[src/rtl/rti_pkg.sv]
package rti_pkg;
  // register addresses
  localparam int unsigned ADDR_CTRL = 0;
  localparam int unsigned ADDR_CFG  = 1;
  // bit positions inside the config/flag register
  localparam int unsigned CFG_IE_BIT   = 0;
  localparam int unsigned CFG_KEEP_BIT = 1;
endpackage

[src/rtl/rti_prescaler.sv]
module rti_prescaler #(
  parameter int unsigned PRE_W    = 3,
  parameter int unsigned BASE_EXP = 9
) (
  input  logic             clk,
  input  logic             rst,
  input  logic             clr,
  input  logic             run,
  input  logic [PRE_W-1:0] pre_sel,
  output logic             tick
);
  localparam int unsigned SHIFT_MAX = (1 << PRE_W) - 1;
  localparam int unsigned CNT_W     = BASE_EXP + SHIFT_MAX;

  logic [CNT_W-1:0] cnt;
  logic [CNT_W-1:0] limit;
  logic [PRE_W-1:0] shamt;

  // terminal count is 2^(pre_sel+BASE_EXP)-1
  always_comb begin
    shamt = PRE_W'(SHIFT_MAX) - pre_sel;
    limit = {CNT_W{1'b1}} >> shamt;
  end

  always_ff @(posedge clk) begin
    if (rst || clr) begin
      cnt <= '0;
    end else if (run) begin
      if (cnt == limit) cnt <= '0;
      else              cnt <= cnt + 1'b1;
    end
  end

  assign tick = run && !clr && (cnt == limit);

  p_clear_restarts_r4: assert property (@(posedge clk) disable iff (rst)
    clr |=> (cnt == '0));

  p_freeze_holds_r6: assert property (@(posedge clk) disable iff (rst)
    (!run && !clr) |=> $stable(cnt));
endmodule

[src/rtl/rti_modulus.sv]
module rti_modulus #(
  parameter int unsigned MOD_W = 4
) (
  input  logic             clk,
  input  logic             rst,
  input  logic             clr,
  input  logic             tick,
  input  logic [MOD_W-1:0] mod_sel,
  output logic             expire
);
  logic [MOD_W-1:0] mcnt;

  always_ff @(posedge clk) begin
    if (rst || clr) begin
      mcnt <= '0;
    end else if (tick) begin
      if (mcnt == mod_sel) mcnt <= '0;
      else                 mcnt <= mcnt + 1'b1;
    end
  end

  assign expire = tick && (mcnt == mod_sel);

  p_mod_bound_r3: assert property (@(posedge clk) disable iff (rst)
    mcnt <= mod_sel);
endmodule

[src/rtl/rti_regs.sv]
module rti_regs
  import rti_pkg::*;
#(
  parameter int unsigned ADDR_W = 1,
  parameter int unsigned DATA_W = 8,
  parameter int unsigned PRE_W  = 3,
  parameter int unsigned MOD_W  = 4
) (
  input  logic              clk,
  input  logic              rst,
  input  logic              bus_wr,
  input  logic              bus_rd,
  input  logic [ADDR_W-1:0] bus_addr,
  input  logic [DATA_W-1:0] bus_wdata,
  output logic [DATA_W-1:0] bus_rdata,
  input  logic              expire,
  output logic              ctrl_wr,
  output logic [PRE_W-1:0]  pre_sel,
  output logic [MOD_W-1:0]  mod_sel,
  output logic              irq_en,
  output logic              keep_run,
  output logic              flag
);
  localparam int unsigned CTRL_W = PRE_W + MOD_W;

  logic hit_ctrl, hit_cfg, flag_clr;
  logic [DATA_W-1:0] rd_mux;

  assign hit_ctrl = (bus_addr == ADDR_W'(ADDR_CTRL));
  assign hit_cfg  = (bus_addr == ADDR_W'(ADDR_CFG));
  assign ctrl_wr  = bus_wr && hit_ctrl;
  assign flag_clr = bus_wr && hit_cfg && bus_wdata[DATA_W-1];

  always_ff @(posedge clk) begin
    if (rst) begin
      pre_sel  <= '0;
      mod_sel  <= '0;
      irq_en   <= 1'b0;
      keep_run <= 1'b0;
    end else begin
      if (ctrl_wr) begin
        mod_sel <= bus_wdata[MOD_W-1:0];
        pre_sel <= bus_wdata[CTRL_W-1:MOD_W];
      end
      if (bus_wr && hit_cfg) begin
        irq_en   <= bus_wdata[CFG_IE_BIT];
        keep_run <= bus_wdata[CFG_KEEP_BIT];
      end
    end
  end

  // an expiry on the same edge as a clear keeps the flag set
  always_ff @(posedge clk) begin
    if (rst)           flag <= 1'b0;
    else if (expire)   flag <= 1'b1;
    else if (flag_clr) flag <= 1'b0;
  end

  always_comb begin
    rd_mux = '0;
    if (hit_ctrl) begin
      rd_mux[CTRL_W-1:0] = {pre_sel, mod_sel};
    end else if (hit_cfg) begin
      rd_mux[DATA_W-1]     = flag;
      rd_mux[CFG_KEEP_BIT] = keep_run;
      rd_mux[CFG_IE_BIT]   = irq_en;
    end
  end

  always_ff @(posedge clk) begin
    if (rst)         bus_rdata <= '0;
    else if (bus_rd) bus_rdata <= rd_mux;
  end

  p_ctrl_msb_zero_r1: assert property (@(posedge clk) disable iff (rst)
    (bus_rd && hit_ctrl) |=> !bus_rdata[DATA_W-1]);

  p_flag_sticky_r8: assert property (@(posedge clk) disable iff (rst)
    (flag && !flag_clr) |=> flag);

  p_set_wins_r8: assert property (@(posedge clk) disable iff (rst)
    expire |=> flag);
endmodule

[src/rtl/rti_timer.sv]
module rti_timer #(
  parameter int unsigned ADDR_W   = 1,
  parameter int unsigned DATA_W   = 8,
  parameter int unsigned PRE_W    = 3,
  parameter int unsigned MOD_W    = 4,
  parameter int unsigned BASE_EXP = 9
) (
  input  logic              clk,
  input  logic              rst,
  input  logic              bus_wr,
  input  logic              bus_rd,
  input  logic [ADDR_W-1:0] bus_addr,
  input  logic [DATA_W-1:0] bus_wdata,
  output logic [DATA_W-1:0] bus_rdata,
  input  logic              pstop,
  output logic              irq
);
  logic             ctrl_wr, irq_en, keep_run, flag;
  logic [PRE_W-1:0] pre_sel;
  logic [MOD_W-1:0] mod_sel;
  logic             enabled, run, chain_clr, tick, expire;

  assign enabled   = (pre_sel != '0);
  assign run       = enabled && !(pstop && !keep_run);
  assign chain_clr = ctrl_wr || !enabled;

  rti_regs #(
    .ADDR_W(ADDR_W), .DATA_W(DATA_W), .PRE_W(PRE_W), .MOD_W(MOD_W)
  ) u_regs (
    .clk(clk), .rst(rst),
    .bus_wr(bus_wr), .bus_rd(bus_rd), .bus_addr(bus_addr),
    .bus_wdata(bus_wdata), .bus_rdata(bus_rdata),
    .expire(expire), .ctrl_wr(ctrl_wr),
    .pre_sel(pre_sel), .mod_sel(mod_sel),
    .irq_en(irq_en), .keep_run(keep_run), .flag(flag)
  );

  rti_prescaler #(.PRE_W(PRE_W), .BASE_EXP(BASE_EXP)) u_pre (
    .clk(clk), .rst(rst), .clr(chain_clr), .run(run),
    .pre_sel(pre_sel), .tick(tick)
  );

  rti_modulus #(.MOD_W(MOD_W)) u_mod (
    .clk(clk), .rst(rst), .clr(chain_clr), .tick(tick),
    .mod_sel(mod_sel), .expire(expire)
  );

  assign irq = flag && irq_en;

  p_disabled_idle_r5: assert property (@(posedge clk) disable iff (rst)
    !enabled |-> !expire);

  p_frozen_no_expire_r6: assert property (@(posedge clk) disable iff (rst)
    (pstop && !keep_run) |-> !expire);
endmodule

[config.mk]
export PLATFORM = sky130hd
export DESIGN_NAME = rti_timer
export DESIGN_NICKNAME = d
export VERILOG_FILES = /design/src/rtl/rti_pkg.sv /design/src/rtl/rti_prescaler.sv /design/src/rtl/rti_modulus.sv /design/src/rtl/rti_regs.sv /design/src/rtl/rti_timer.sv
export SDC_FILE = /design/constraint.sdc
export NUM_CORES = 1
export LEC_CHECK = 0
export ABC_CLOCK_PERIOD_IN_PS = 6000
export BUFFER_PORTS_ARGS = -buffer_cell sky130_fd_sc_hd__buf_2
export CAP_MARGIN = 20
export CORE_MARGIN = 1.5
export CORE_UTILIZATION = 30
export CTS_CLUSTER_DIAMETER = 30
export DETAILED_ROUTE_END_ITERATION = 8
export HOLD_SLACK_MARGIN = 0.03
export PLACE_DENSITY_LB_ADDON = 0.12
export SLEW_MARGIN = 20
export SYNTH_ARGS = -nofsm -noshare
export SYNTH_HDL_FRONTEND = slang
export SYNTH_SLANG_ARGS = --single-unit
export TNS_END_PERCENT = 5
[constraint.sdc]
create_clock -name clk -period 6 [get_ports clk]
set_input_delay 0.3 -clock clk [delete_from_list [all_inputs] [get_ports clk]]
set_output_delay 0.3 -clock clk [all_outputs]
set_load 0.1 [all_outputs]
==> impl_metrics.ini <==
[global_routing]
grt-ovfl-total = 0
grt_pass1_vias = 1354
antenna_found_initial = 0
grt_pass1_wl_um = 6603
grt.total_usage_pct = 12.98
grt_max_degree = 20

[logic_synthesis]
synth_area_per_cell_sq_um = 8.415
synth_ff_type = dfxtp_1
synth_area_sq_um = 1868
yosys_warnings = 0
netlist_top_cells_count = dfxtp_1 (38), nand2_1 (28), nor2_1 (22)
synth_area_leaders = dfxtp_1 (41%), xor2_1 (6.6%), nand2_1 (5.6%)
synth-async-reset-ratio_pct = 0
synth_seq_cells = 38
yosysTopAreaCell = dfxtp_1
yosysTopAreaCellShare_pct = 40.72
syn_inst = 222
yosysSeqAreaShare_pct = 40.72
yosysUniqueCellTypes = 45
synth_edf_count = 0
synth_most_common_cell = dfxtp_1
syn_nets = 238

[floorplan]
dieWidth_um = 81.91
start_util_pct = 31.37
num_rows = 28
chipHeight_um = 81.91
core_area_sq_um = 5956
dieArea_sq_um = 6709
pin_count = 23

[worst_setup_path]
arrival_ns = 2.53
path_max_fanout = 9
critPathLaunchType = flip-flop
crit_type = flip-flop to flip-flop
endpoint_kind = flip-flop
required_ns = 6.23

[cells_and_area]
syn2layout_area_growth_pct = 11.45
design_area_sq_um = 2082
n_fill_cell = 656
antenna_cells = 0
nNetsFinal = 254
layout-drive-gt1-share_pct = 14.64

[power]
power_density_nw_per_um2 = 234.2
power.leakage_nw = 0.7514
peakVddDrop_uv = 79.93

[clocking]
h-tree-depth = 2
clockRootBuffer = clkbuf_8
cts_buffers = 5
cts-hold-fix-buffers = 0
clk_latency_ns = 0.29
cts_setup_buffers = 0
ctsLongestPathBuffers = 2
clk_pin_slew_ns = 0.08
cts.repair.resized = 0
cts.sinks = 38
cts_tree = built

[sta]
drv_slew = 0
maxSlewHeadroom_pct = 49.08
hold_viol_final = 0
rsz0062_at_grt = false
skew_ns = 0.009942
setup_tns_ns = 0
fmax_ghz = 0.4342
worst_pin_slew_ns = 0.7568
fin_crit_ns = 2.303
fin_crit_sh_pct = 38.39
setup_viol = 0
fin_hold_ws_ns = 0.2489
finalWorstSetupSlack_ns = 3.697

[place]
gp_congestion = 0.7338
placed_area_sq_um = 1987
dp_hpwl_um = 2877
place_ws_ns = 3.707
port_buffers = 22

[route]
drc = 0
drtPass1Iterations = 4
totalWireLength_um = 4000
postRouteAntennaNets = 0
drtIter0Drc = 71
route.vias.total = 1534
viasPerCell = 4.885
drt-wirelength-per-cell_um = 12.74

[flow_run]
max-cap-violations = 0

[hold_path]
min_path_type = primary input to flip-flop

[run_status]
status = finished, final reports clean
[report_power, final]
part	total, mW	internal [mW]	switching [mW]
clock	0.183	0.0924	0.0909
sequential	0.261	0.256	0.00509
combinational	0.0430	0.0144	0.0286
total	0.488	0.363	0.125
[metrics by stage]
step,cells,utilization [%],total power [mW]
detailed placement,306,33.36,0.3107
floorplan,222,-,0.3009
CTS,314,34.96,0.4940
global route,314,34.96,0.5132
global placement,306,33.36,0.3107
finish,314,34.96,0.4875
[cells by family after synthesis]
kind of cell	Yosys count	share of synthesized area [%]
DFF	38	40.72
AOI/OAI and AO/OA	35	11.59
and+or+nand+nor	107	30.01
muxes	3	1.608
adders and majority gates	2	1.339
buffers and inverters	17	5.358
xor gates and xnor gates	20	9.377
[final timing paths]
| path | cells past startpoint | endpoint | start | slack [ns] |
|---|---|---|---|---|
| setup / recovery | 6 | u_mod.mcnt[1]$_SDFFE_PP0P_ | u_regs.pre_sel[0]$_SDFFE_PP0P_ | 3.70 |
| hold / removal | 3 | u_regs.mod_sel[3]$_SDFFE_PP0P_ | bus_wdata[3] | 0.25 |
| setup reg to reg | 6 | u_mod.mcnt[1]$_SDFFE_PP0P_ | u_regs.pre_sel[0]$_SDFFE_PP0P_ | 3.70 |
| hold reg to reg | 2 | u_regs.bus_rdata[5]$_SDFFE_PP0P_ | u_regs.bus_rdata[5]$_SDFFE_PP0P_ | 0.47 |
[critical path, stage by stage, from the launching register on]
cell      delay [ns]
dfxtp_1         0.41
or3_4           0.45
o21ai_2         0.12
o21bai_1        0.08
or4_1           0.65
or3b_1          0.40
a21boi_1        0.14
[cells in the final DEF, fill, tap and decap left out, drive strengths merged, types with 5 or more instances in the layout]
master	count
dfxtp	38
nand2	28
nor2	22
buf	22
a21oi	17
xor2	14
nand3	13
nand2b	10
xnor2	6
nand3b	6
clkbuf	6
nand4	5
[per-layer routing]
metal | wire, um | global-route usage [%] | up-vias
met5 | 0 | 0 | -
met4 | 64 | 5.254 | 0
met3 | 177 | 3.444 | 5
met2 | 1674 | 18.69 | 26
met1 | 2083 | 18.13 | 712
li1 | - | - | 791
[final cells by class]
class                      count  area [sq um]  share of cell area [%]
clock buffer                   6         82.58                   3.966
clock inverter                 2         12.51                  0.6010
inverter                       4         15.01                  0.7212
multi-input combinational    167          1007                   48.38
sequential                    38         760.7                   36.54
tap                           75         93.84                   4.507
timing repair buffer          22         110.1                   5.288
[registers in the layout, summed over array words and instances (netlist names)]
| signal | flops |
|---|---|
| u_mod.mcnt | 4 |
| u_pre.cnt | 16 |
| u_regs.bus_rdata | 8 |
| u_regs.flag | 1 |
| u_regs.irq_en | 1 |
| u_regs.keep_run | 1 |
| u_regs.mod_sel | 4 |
| u_regs.pre_sel | 3 |
No activity file was read; power rests on OpenSTA's default activity.
